`config.mk`:
```
export PLATFORM = sky130hd
export DESIGN_NAME = wdog_array_top
export DESIGN_NICKNAME = d
export VERILOG_FILES = /design/src/rtl/wdog_pkg.sv /design/src/rtl/wdog_addr_dec.sv /design/src/rtl/wdog_chan.sv /design/src/rtl/wdog_array_top.sv
export SDC_FILE = /design/constraint.sdc
export NUM_CORES = 1
export LEC_CHECK = 0
export BUFFER_PORTS_ARGS = -buffer_cell sky130_fd_sc_hd__buf_2
export CAP_MARGIN = 20
export CORE_ASPECT_RATIO = 0.6
export CORE_UTILIZATION = 62
export DETAILED_ROUTE_END_ITERATION = 6
export PLACE_DENSITY = 0.81
export SYNTH_ARGS = -nofsm -noshare
export SYNTH_HDL_FRONTEND = slang
export SYNTH_SLANG_ARGS = --single-unit
```
`constraint.sdc`:
```
create_clock -name clk -period 2.8 [get_ports clk]
set_input_delay 0.28 -clock clk [delete_from_list [all_inputs] [get_ports clk]]
set_output_delay 0.28 -clock clk [all_outputs]
set_load 0.005 [all_outputs]
```
`src/rtl/wdog_pkg.sv`:
```
`timescale 1ns/1ps
// Shared constants for the watchdog array: control bit positions and the
// register slot numbering inside one channel's 16-byte window.
package wdog_pkg;
    localparam int DATA_W   = 32;
    localparam int CTRL_IE  = 0;   // interrupt enable
    localparam int CTRL_ST  = 1;   // interrupt status, write 1 to clear
    localparam int CTRL_RE  = 2;   // reset enable

    typedef enum logic [1:0] {
        SLOT_CNT  = 2'd0,
        SLOT_RCMP = 2'd1,
        SLOT_WCMP = 2'd2,
        SLOT_CTRL = 2'd3
    } slot_e;
endpackage

```
`src/rtl/wdog_addr_dec.sv`:
```
`timescale 1ns/1ps
// Address decoder for the watchdog array.
// Splits a byte offset into channel index and register slot, flags offsets
// that map to no register and produces one write strobe per channel register.
// Assumes each channel owns a 16-byte window and that only channels whose bit
// is set in WARN_MASK have the warning-compare slot.
module wdog_addr_dec
    import wdog_pkg::*;
#(
    parameter int ADDR_W    = 6,
    parameter int NUM_CH    = 3,
    parameter logic [NUM_CH-1:0] WARN_MASK = 3'b001
) (
    input  logic [ADDR_W-1:0] addr_i,
    input  logic              wr_i,
    output logic              hit_o,
    output slot_e             slot_o,
    output logic [NUM_CH-1:0] ch_sel_o,
    output logic [NUM_CH-1:0] wr_cnt_o,
    output logic [NUM_CH-1:0] wr_rcmp_o,
    output logic [NUM_CH-1:0] wr_wcmp_o,
    output logic [NUM_CH-1:0] wr_ctrl_o
);
    localparam int CH_W = ADDR_W - 4;

    logic [CH_W-1:0] ch_idx;
    logic            aligned;

    assign ch_idx  = addr_i[ADDR_W-1:4];
    assign slot_o  = slot_e'(addr_i[3:2]);
    assign aligned = (addr_i[1:0] == 2'b00);

    // Decode the channel select; the warning slot exists only where enabled.
    always_comb begin
        ch_sel_o = '0;
        for (int i = 0; i < NUM_CH; i++) begin
            if (aligned && (int'(ch_idx) == i)) begin
                ch_sel_o[i] = (slot_o != SLOT_WCMP) || WARN_MASK[i];
            end
        end
    end

    assign hit_o = |ch_sel_o;

    // Per-channel write strobes, one per register slot.
    genvar g;
    generate
        for (g = 0; g < NUM_CH; g++) begin : g_strobe
            assign wr_cnt_o[g]  = wr_i && ch_sel_o[g] && (slot_o == SLOT_CNT);
            assign wr_rcmp_o[g] = wr_i && ch_sel_o[g] && (slot_o == SLOT_RCMP);
            assign wr_wcmp_o[g] = wr_i && ch_sel_o[g] && (slot_o == SLOT_WCMP);
            assign wr_ctrl_o[g] = wr_i && ch_sel_o[g] && (slot_o == SLOT_CTRL);
        end
    endgenerate
endmodule

```
`src/rtl/wdog_chan.sv`:
```
`timescale 1ns/1ps
// One watchdog channel: up-counter, reset compare, control and, when
// HAS_WARN is set, a warning compare with a sticky write-1-to-clear status.
// Assumes the decoder gives at most one write strobe per cycle. The reset
// request is a level decoded from registered state.
module wdog_chan
    import wdog_pkg::*;
#(
    parameter int DW       = DATA_W,
    parameter bit HAS_WARN = 1'b0
) (
    input  logic          clk,
    input  logic          rst_n,
    input  logic          tick_i,
    input  logic [DW-1:0] wdata_i,
    input  logic          wr_cnt_i,
    input  logic          wr_rcmp_i,
    input  logic          wr_wcmp_i,
    input  logic          wr_ctrl_i,
    input  slot_e         slot_i,
    output logic [DW-1:0] rdata_o,
    output logic          rst_req_o,
    output logic          irq_o
);
    logic [DW-1:0] cnt_q;
    logic [DW-1:0] rcmp_q;
    logic          rst_en_q;
    logic          ie_w;
    logic          st_w;
    logic [DW-1:0] wcmp_w;

    // Counter: a bus load wins over a tick, and the count wraps naturally.
    always_ff @(posedge clk) begin
        if (!rst_n)          cnt_q <= '0;
        else if (wr_cnt_i)   cnt_q <= wdata_i;
        else if (tick_i)     cnt_q <= cnt_q + 1'b1;
    end

    // Reset-compare register and the reset-enable control bit.
    always_ff @(posedge clk) begin
        if (!rst_n) begin
            rcmp_q   <= '0;
            rst_en_q <= 1'b0;
        end else begin
            if (wr_rcmp_i) rcmp_q   <= wdata_i;
            if (wr_ctrl_i) rst_en_q <= wdata_i[CTRL_RE];
        end
    end

    assign rst_req_o = rst_en_q && (cnt_q >= rcmp_q);

    generate
        if (HAS_WARN) begin : g_warn
            logic [DW-1:0] wcmp_q;
            logic          ie_q;
            logic          st_q;
            logic          warn_hit;
            logic          st_clr;

            assign warn_hit = ie_q && (cnt_q >= wcmp_q);
            assign st_clr   = wr_ctrl_i && wdata_i[CTRL_ST];

            // Warning compare and interrupt-enable registers.
            always_ff @(posedge clk) begin
                if (!rst_n) begin
                    wcmp_q <= '0;
                    ie_q   <= 1'b0;
                end else begin
                    if (wr_wcmp_i) wcmp_q <= wdata_i;
                    if (wr_ctrl_i) ie_q   <= wdata_i[CTRL_IE];
                end
            end

            // Sticky status: a new hit outranks a clear in the same cycle.
            always_ff @(posedge clk) begin
                if (!rst_n) st_q <= 1'b0;
                else        st_q <= (st_q && !st_clr) || warn_hit;
            end

            assign ie_w   = ie_q;
            assign st_w   = st_q;
            assign wcmp_w = wcmp_q;

            // once set, status holds until a write-1 clear.
            p_stat_hold_r6: assert property (@(posedge clk) disable iff (!rst_n)
                (st_q && !st_clr) |=> st_q);
            // a clear with no hit in the same cycle empties the status.
            p_stat_clear_r7: assert property (@(posedge clk) disable iff (!rst_n)
                (st_clr && !(ie_q && (cnt_q >= wcmp_q))) |=> !st_q);
        end else begin : g_nowarn
            logic unused_wcmp_wr;
            assign unused_wcmp_wr = wr_wcmp_i;
            assign ie_w   = 1'b0;
            assign st_w   = 1'b0;
            assign wcmp_w = '0;
        end
    endgenerate

    assign irq_o = st_w && ie_w;

    // Read mux over this channel's slots.
    always_comb begin
        rdata_o = '0;
        case (slot_i)
            SLOT_CNT:  rdata_o = cnt_q;
            SLOT_RCMP: rdata_o = rcmp_q;
            SLOT_WCMP: rdata_o = wcmp_w;
            SLOT_CTRL: begin
                rdata_o[CTRL_IE] = ie_w;
                rdata_o[CTRL_ST] = st_w;
                rdata_o[CTRL_RE] = rst_en_q;
            end
            default:   rdata_o = '0;
        endcase
    end

    // a bus load lands on the next edge.
    p_cnt_load_r2: assert property (@(posedge clk) disable iff (!rst_n)
        wr_cnt_i |=> (cnt_q == $past(wdata_i)));
    // a tick without a load advances by one, wrapping at the top.
    p_cnt_step_r3: assert property (@(posedge clk) disable iff (!rst_n)
        (tick_i && !wr_cnt_i) |=> (cnt_q == DW'($past(cnt_q) + 1'b1)));
    // loading a count below the compare removes the request.
    p_req_drop_r4: assert property (@(posedge clk) disable iff (!rst_n)
        (wr_cnt_i && !wr_rcmp_i && (wdata_i < rcmp_q)) |=> !rst_req_o);
endmodule

```
`src/rtl/wdog_array_top.sv`:
```
`timescale 1ns/1ps
// Top of the three-channel watchdog array.
// Instantiates the address decoder and one channel per index, gives the
// warning stage to channel 0 only, merges the read data and routes the reset
// requests: channel 0 to recovery, the rest ORed into system reset.
// Assumes a single-cycle register port with combinational read data.
module wdog_array_top
    import wdog_pkg::*;
#(
    parameter int ADDR_W = 6,
    parameter int NUM_CH = 3
) (
    input  logic              clk,
    input  logic              rst_n,
    input  logic              tick_i,
    input  logic              bus_wr_i,
    input  logic [ADDR_W-1:0] bus_addr_i,
    input  logic [DATA_W-1:0] bus_wdata_i,
    output logic [DATA_W-1:0] bus_rdata_o,
    output logic              irq_o,
    output logic              rst_recovery_o,
    output logic              rst_system_o
);
    localparam logic [NUM_CH-1:0] WARN_MASK = NUM_CH'(1);

    logic              hit;
    slot_e             slot;
    logic [NUM_CH-1:0] ch_sel;
    logic [NUM_CH-1:0] wr_cnt, wr_rcmp, wr_wcmp, wr_ctrl;
    logic [NUM_CH-1:0] req, irq;
    logic [DATA_W-1:0] rd_vec [NUM_CH];

    wdog_addr_dec #(
        .ADDR_W   (ADDR_W),
        .NUM_CH   (NUM_CH),
        .WARN_MASK(WARN_MASK)
    ) u_dec (
        .addr_i   (bus_addr_i),
        .wr_i     (bus_wr_i),
        .hit_o    (hit),
        .slot_o   (slot),
        .ch_sel_o (ch_sel),
        .wr_cnt_o (wr_cnt),
        .wr_rcmp_o(wr_rcmp),
        .wr_wcmp_o(wr_wcmp),
        .wr_ctrl_o(wr_ctrl)
    );

    genvar g;
    generate
        for (g = 0; g < NUM_CH; g++) begin : g_ch
            wdog_chan #(
                .DW      (DATA_W),
                .HAS_WARN(WARN_MASK[g])
            ) u_chan (
                .clk      (clk),
                .rst_n    (rst_n),
                .tick_i   (tick_i),
                .wdata_i  (bus_wdata_i),
                .wr_cnt_i (wr_cnt[g]),
                .wr_rcmp_i(wr_rcmp[g]),
                .wr_wcmp_i(wr_wcmp[g]),
                .wr_ctrl_i(wr_ctrl[g]),
                .slot_i   (slot),
                .rdata_o  (rd_vec[g]),
                .rst_req_o(req[g]),
                .irq_o    (irq[g])
            );
        end
    endgenerate

    // Merge read data from the selected channel; unmapped offsets give zero.
    always_comb begin
        bus_rdata_o = '0;
        for (int i = 0; i < NUM_CH; i++) begin
            if (ch_sel[i]) bus_rdata_o = bus_rdata_o | rd_vec[i];
        end
    end

    assign irq_o          = |irq;
    assign rst_recovery_o = req[0];
    assign rst_system_o   = |req[NUM_CH-1:1];

    // an offset that hits no register returns zero.
    p_unmapped_zero_r10: assert property (@(posedge clk) disable iff (!rst_n)
        !hit |-> (bus_rdata_o == '0));
    // a write to an unmapped offset strobes no register.
    p_unmapped_nowr_r10: assert property (@(posedge clk) disable iff (!rst_n)
        !hit |-> ((wr_cnt | wr_rcmp | wr_wcmp | wr_ctrl) == '0));
endmodule

```
After elaboration in Yosys (flattened, before gate mapping)
Index checks and enable logic that the tools add are counted.

Word-level logic and storage cells: 77. Output and inout port bits: 35. Bits in registers: 229.

Equality and inequality tests: 6. Add/sub/neg operators: 3. Muxes and demuxes: 18. Bitwise gates (word level): 2. Order comparisons: 4. Reduce and logical (&&, ||, !) cells: 32.

Operators with widths (count): $mux 32 (9); $ge 32x32->1 (4); $pmux 29 s2 (2); $add 32x1->32 const B (3); $pmux 29 s3 (1); $or 32x32->32 (2); $pmux 3 s4 (3); $logic_and 1x1->1 (23); $eq 2x2->1 const B (4); $logic_not 2->1 (3); $reduce_bool 2->1 (3); $mux 1 (3); $eq 2x1->1 const B (1); $ne 2x2->1 const B (1); $reduce_or 2->1 (1); $logic_not 1->1 (1); $logic_or 1x1->1 (1).

Logic depth before layout (Yosys ltp)
Word-level depth: 9. Gate-level depth with buffers: 9. Depth with buffers taken out: 8.

By module
From an unflattened synthesis, not the netlist that was laid out.

Cells, all modules: 1897. Area total of the unflattened synthesis: 15982.8 µm².

Modules (own cells, without submodules): wdog_chan at g_ch[1].u_chan ... (area an instance 4372.9 µm², cells an instance 523, times used 2, sequential area each 1301.2 µm²); wdog_chan at g_ch[0].u_chan (area an instance 6537.5 µm², cells an instance 746, times used 1, sequential area each 1981.9 µm²); wdog_array_top (area an instance 535.5 µm², cells an instance 75, times used 1, sequential area each 0.0 µm²); wdog_addr_dec (area an instance 163.9 µm², cells an instance 30, times used 1, sequential area each 0.0 µm²).

Worst setup path after synthesis
No wires, ideal clock.

Path kind: register -> output. From: register g_ch[1].u_chan.rcmp_q[14]. To: output rst_system_o. Stages on the path, launching flop included: 8. Slack: 549 ps. Arrival: 1971 ps. Data required time: 2520 ps. Path buffers: 0. Cell sequence: dfxtp_1 -> inv_1 -> ha_1 -> a211oi_1 -> nand2_1 -> a2111oi_0 -> a211oi_1 -> or4_1.

Word-level cells in the longest chain between the ends: 3.

Ends and longest elaborated chain: start, declared (line wdog_chan.sv:26) `logic [DW-1:0] rcmp_q;`; start signal, assigned (line wdog_chan.sv:45) `if (wr_rcmp_i) rcmp_q <= wdata_i;`; $ge 32x32->1 (line wdog_chan.sv:50) `assign rst_req_o = rst_en_q && (cnt_q >= rcmp_q);`; $logic_and 1x1->1 (line wdog_chan.sv:50); $reduce_or 2->1 (line wdog_array_top.sv:82) `assign rst_system_o = |req[NUM_CH-1:1];`; end, declared (line wdog_array_top.sv:22) `output logic rst_system_o`.

No other way between the ends.

Final worst setup path
From: register g_ch[2].u_chan.rcmp_q[2]. To: output rst_system_o.

Word-level cells in the longest chain between the ends: 3.

Ends and longest elaborated chain (line): start, declared (wdog_chan.sv:26); start signal, assigned (wdog_chan.sv:45); $ge 32x32->1 (wdog_chan.sv:50); $logic_and 1x1->1 (wdog_chan.sv:50); $reduce_or 2->1 (wdog_array_top.sv:82).

No other way between the ends.

==> metrics.md <==
| Metric | Value |
|---|---|
| Outcome | complete, but fails checks |
| Failing checks | setup timing |
| Worst hold-check path type | input pin to flop |
| Die Wd | 199 microns |
| GR Overflow Total | 0 |
| Via count | 14.2k |
| Num CTS Buffers | 23 |
| Sequential power share | 45.6% |
| Fin. max-slew vios | 0 |
| Layout Skew | 10.2 ps |
| Slew HR | 46.3% |
| Most frequent cell after synthesis | nand2_1 |
| Cell accounting for the most synthesized area | dfxtp_1 |
| Worst Setup End Kind | primary output |
| CP Launch Type | flop |
| Register area share after synthesis | 31.6% |
| Final setup margin | -136 ps |
| Share of layout cells above drive strength 1 | 12.3% |
| DIE AREA | 0.0240 sq mm |
| Vias per Instance | 6.26 |
| Final setup viols | 1 |
| First-pass GRT wire length | 72,400 microns |
| Capturing point of the worst reg2reg path | g_ch[2].u_chan.cnt_q[29]$_SDFFE_PN0P_ |
| H-tree levels | 1 |
| Hold Path End | g_ch[0].u_chan.rcmp_q[25]$_SDFFE_PN0P_ |
| Initial antenna violation count | 1 |
| I/O pins | 77 |
| Standard-cell row count | between 40 and 50 |
| CP required | 2520 ps |
| Synthesized instance count | 1,898 |
| Initial Util | 64.5% |
| CTS Hold Buffers Added | 0 |
| Share of the synthesized area in the top cell type | a little under a third |
| Clock Power Share | 46.6% |
| Final Routed Wirelength | roughly 47,000 microns |
| Tot Pwr | 0.00727 W |
| Clk sink count | 229 |
| LEAKAGE | 6.20 nW |
| Pin count of the biggest net entering global routing | roughly 120 |
| IO buf count | 76 |
| TritonRoute pass-1 iters | 6 |
| Measured slew at the worst slew-check pin | ~800 ps |
| Worst Path Arrival | 2660 ps |
| Critical Path Fanout Max | 2 |
| Async set-reset flop share out of synthesis | 0% |
| Setup CP Type | flop to primary output |
| Hold Crit Depth | 3 |
| Tmin final | slightly below 3000 ps |
| Antenna Nets Post-Route | 0 |
| Logic pwr share | approximately 8% |
| CTS tree | done |
| Flop2flop setup slack | between 400 and 500 ps |
| Maximum clock frequency | roughly 340 MHz |
| Min-delay src | bus_wdata_i[25] |
| Unique masters post-synth | between 40 and 50 |
| DRC | 0 |
| Fin nets | 2,119 |
| R2R depth | 5 |
| Vias in the first global route | approximately 13k |
| NetSw | 0.00180 W |
| Post-DP HPWL | 33,200 microns |
| Max Cap Violations | 0 |
| Core Area | 0.0225 sq mm |
| Clk slew on worst S/H paths | around 70 ps |
| Clock Latency Late Sink | ~530 ps |
| Sw Share | between 20% and 30% |
| Syn. warnings | 0 |
| GPL Wtd Cong | 0.981 |
| Cell Area, Synth | 0.0145 sq mm |
| Syn avg cell area | 7.64 sq um |
| Bufs on Longest Clock Path | 3 |
| PD cells | around 440 mW/mm^2 |
| Peak supply drop | 0.000355 V |
| RSZ-0062 raised after global routing | yes |
| Post-synth EDFFs | 0 |
| Syn Nets | 2,071 |
| FF-to-FF Start | g_ch[2].u_chan.cnt_q[8]$_SDFFE_PN0P_ |
| DRT iter0 DRCs | 1,700 |
| Chip Height | 120 microns |
| Top cells by count, synth | nand2_1, dfxtp_1, a21oi_1, inv_1, ha_1 |
| Wire length per cell | 20.8 microns |
| Area contributors post-synth | dfxtp_1, ha_1, nand2_1 |
| Worst hold slack | 101 ps |
| P_int | 0.00547 W |
| Layout area overhead | 13.3% |
| Register bit total from synthesis | 229 |
| # diodes | 0 |
| Total track usage | around two fifths |
| Hold Violations, Final | 0 |
| Predominant post-synthesis flop cell | dfxtp_1 |
| Clk root buf | clkbuf_16 |
| Final period util | 105% |
## area by class of cell
type	instances	area, sq um
timing repair buffer	131	865
inverter	145	549
multi-input combinational	1416	9200
clock inverter	4	98.8
clock buffer	37	708
fill	1818	6070
tap	308	385
sequential	229	4620
## worst max-delay path by stage
stage | from | to
detailed placement | g_ch[2].u_chan.rcmp_q[5]$_SDFFE_PN0P_ | rst_system_o
CTS | g_ch[2].u_chan.rcmp_q[2]$_SDFFE_PN0P_ | rst_system_o
finish | g_ch[2].u_chan.rcmp_q[2]$_SDFFE_PN0P_ | rst_system_o
global placement | g_ch[2].u_chan.rcmp_q[5]$_SDFFE_PN0P_ | rst_system_o
floorplan | g_ch[1].u_chan.rcmp_q[14]$_SDFFE_PN0P_ | rst_system_o
global route | g_ch[2].u_chan.rcmp_q[7]$_SDFFE_PN0P_ | rst_system_o
## layer usage
layer	GRT usage, %	vias up	wire [microns]
met3	12.9	73	7040
met2	54.2	803	18800
met1	58.2	6680	20400
li1	-	6660	-
met5	0	-	19
met4	8.02	2	794
## through the flow
stage / worst slack, ps / instance area [sq um] / cells / TNS (ps) / util, %
after floorplan: 549 / 14500 / 1898 / 0 / -
after detailed placement: 176 / 15300 / 2226 / 0 / 68.2
final: -136 / 16400 / 2270 / -136 / 73.0
after global routing: -177 / 16400 / 2270 / -177 / 73.0
after global placement: 186 / 15300 / 2226 / 0 / 68.2
after CTS: -117 / 16400 / 2270 / -117 / 72.8
## sequential cells by signal, indices dropped and copies added (netlist names)
name                       flops
g_ch.u_chan.g_warn.wcmp_q     32
g_ch.u_chan.cnt_q             96
g_ch.u_chan.rst_en_q           3
g_ch.u_chan.g_warn.st_q        1
g_ch.u_chan.rcmp_q            96
g_ch.u_chan.g_warn.ie_q        1
## repair_timing
item	4_1_cts	5_1_grt
endpoints found under the hold margin	0	0
endpoints found under the setup margin	2	2
resized for setup	55	14
setup buffers	3	0
pin swaps	22	19
## critical path, stage by stage, from the launching register on
cell and delay, ps:
dfxtp_2 350, inv_2 50, ha_4 210, a211o_1 260, a31oi_2 190, o21ai_2 90, a21oi_2 190, o21ai_2 110
or4_4 550, buf_6 130
## power by group through the flow
stage | combinational, W | sequential, W | clock (W)
floorplan | 0.000293 | 0.00338 | 0
global placement | 0.000499 | 0.00338 | 0
detailed placement | 0.000510 | 0.00339 | 0
CTS | 0.000538 | 0.00331 | 0.00340
global route | 0.000593 | 0.00332 | 0.00353
finish | 0.000567 | 0.00331 | 0.00339
## logic make-up after synthesis
logic type,count (synthesis),synth area share [%]
AO/OA/AOI/OAI,448,18.1
buffers and inverters,253,6.64
multiplexers,100,7.16
adder cells (fa/ha/maj),131,11.3
flip-flops,229,31.6
AND/OR/NAND/NOR,647,19.8
XOR/XNOR,90,5.44
## cells in the final DEF (no fill, tap or decap), drive strengths merged, types with 4 or more instances in the layout
master,n
a31oi,7
nor4,8
o211ai,4
clkbuf,37
a211oi,52
inv,146
xnor2,47
nand2b,7
buf,131
ha,131
o221ai,31
nand4,43
dfxtp,229
nand2,378
a21oi,214
nand3,46
xor2,43
mux2i,97
nor3,11
o21ai,103
a21o,14
nor2,109
a2111oi,4
and2,6
and3,19
and4,11
Note: power is estimated with default switching activity, not from simulation.
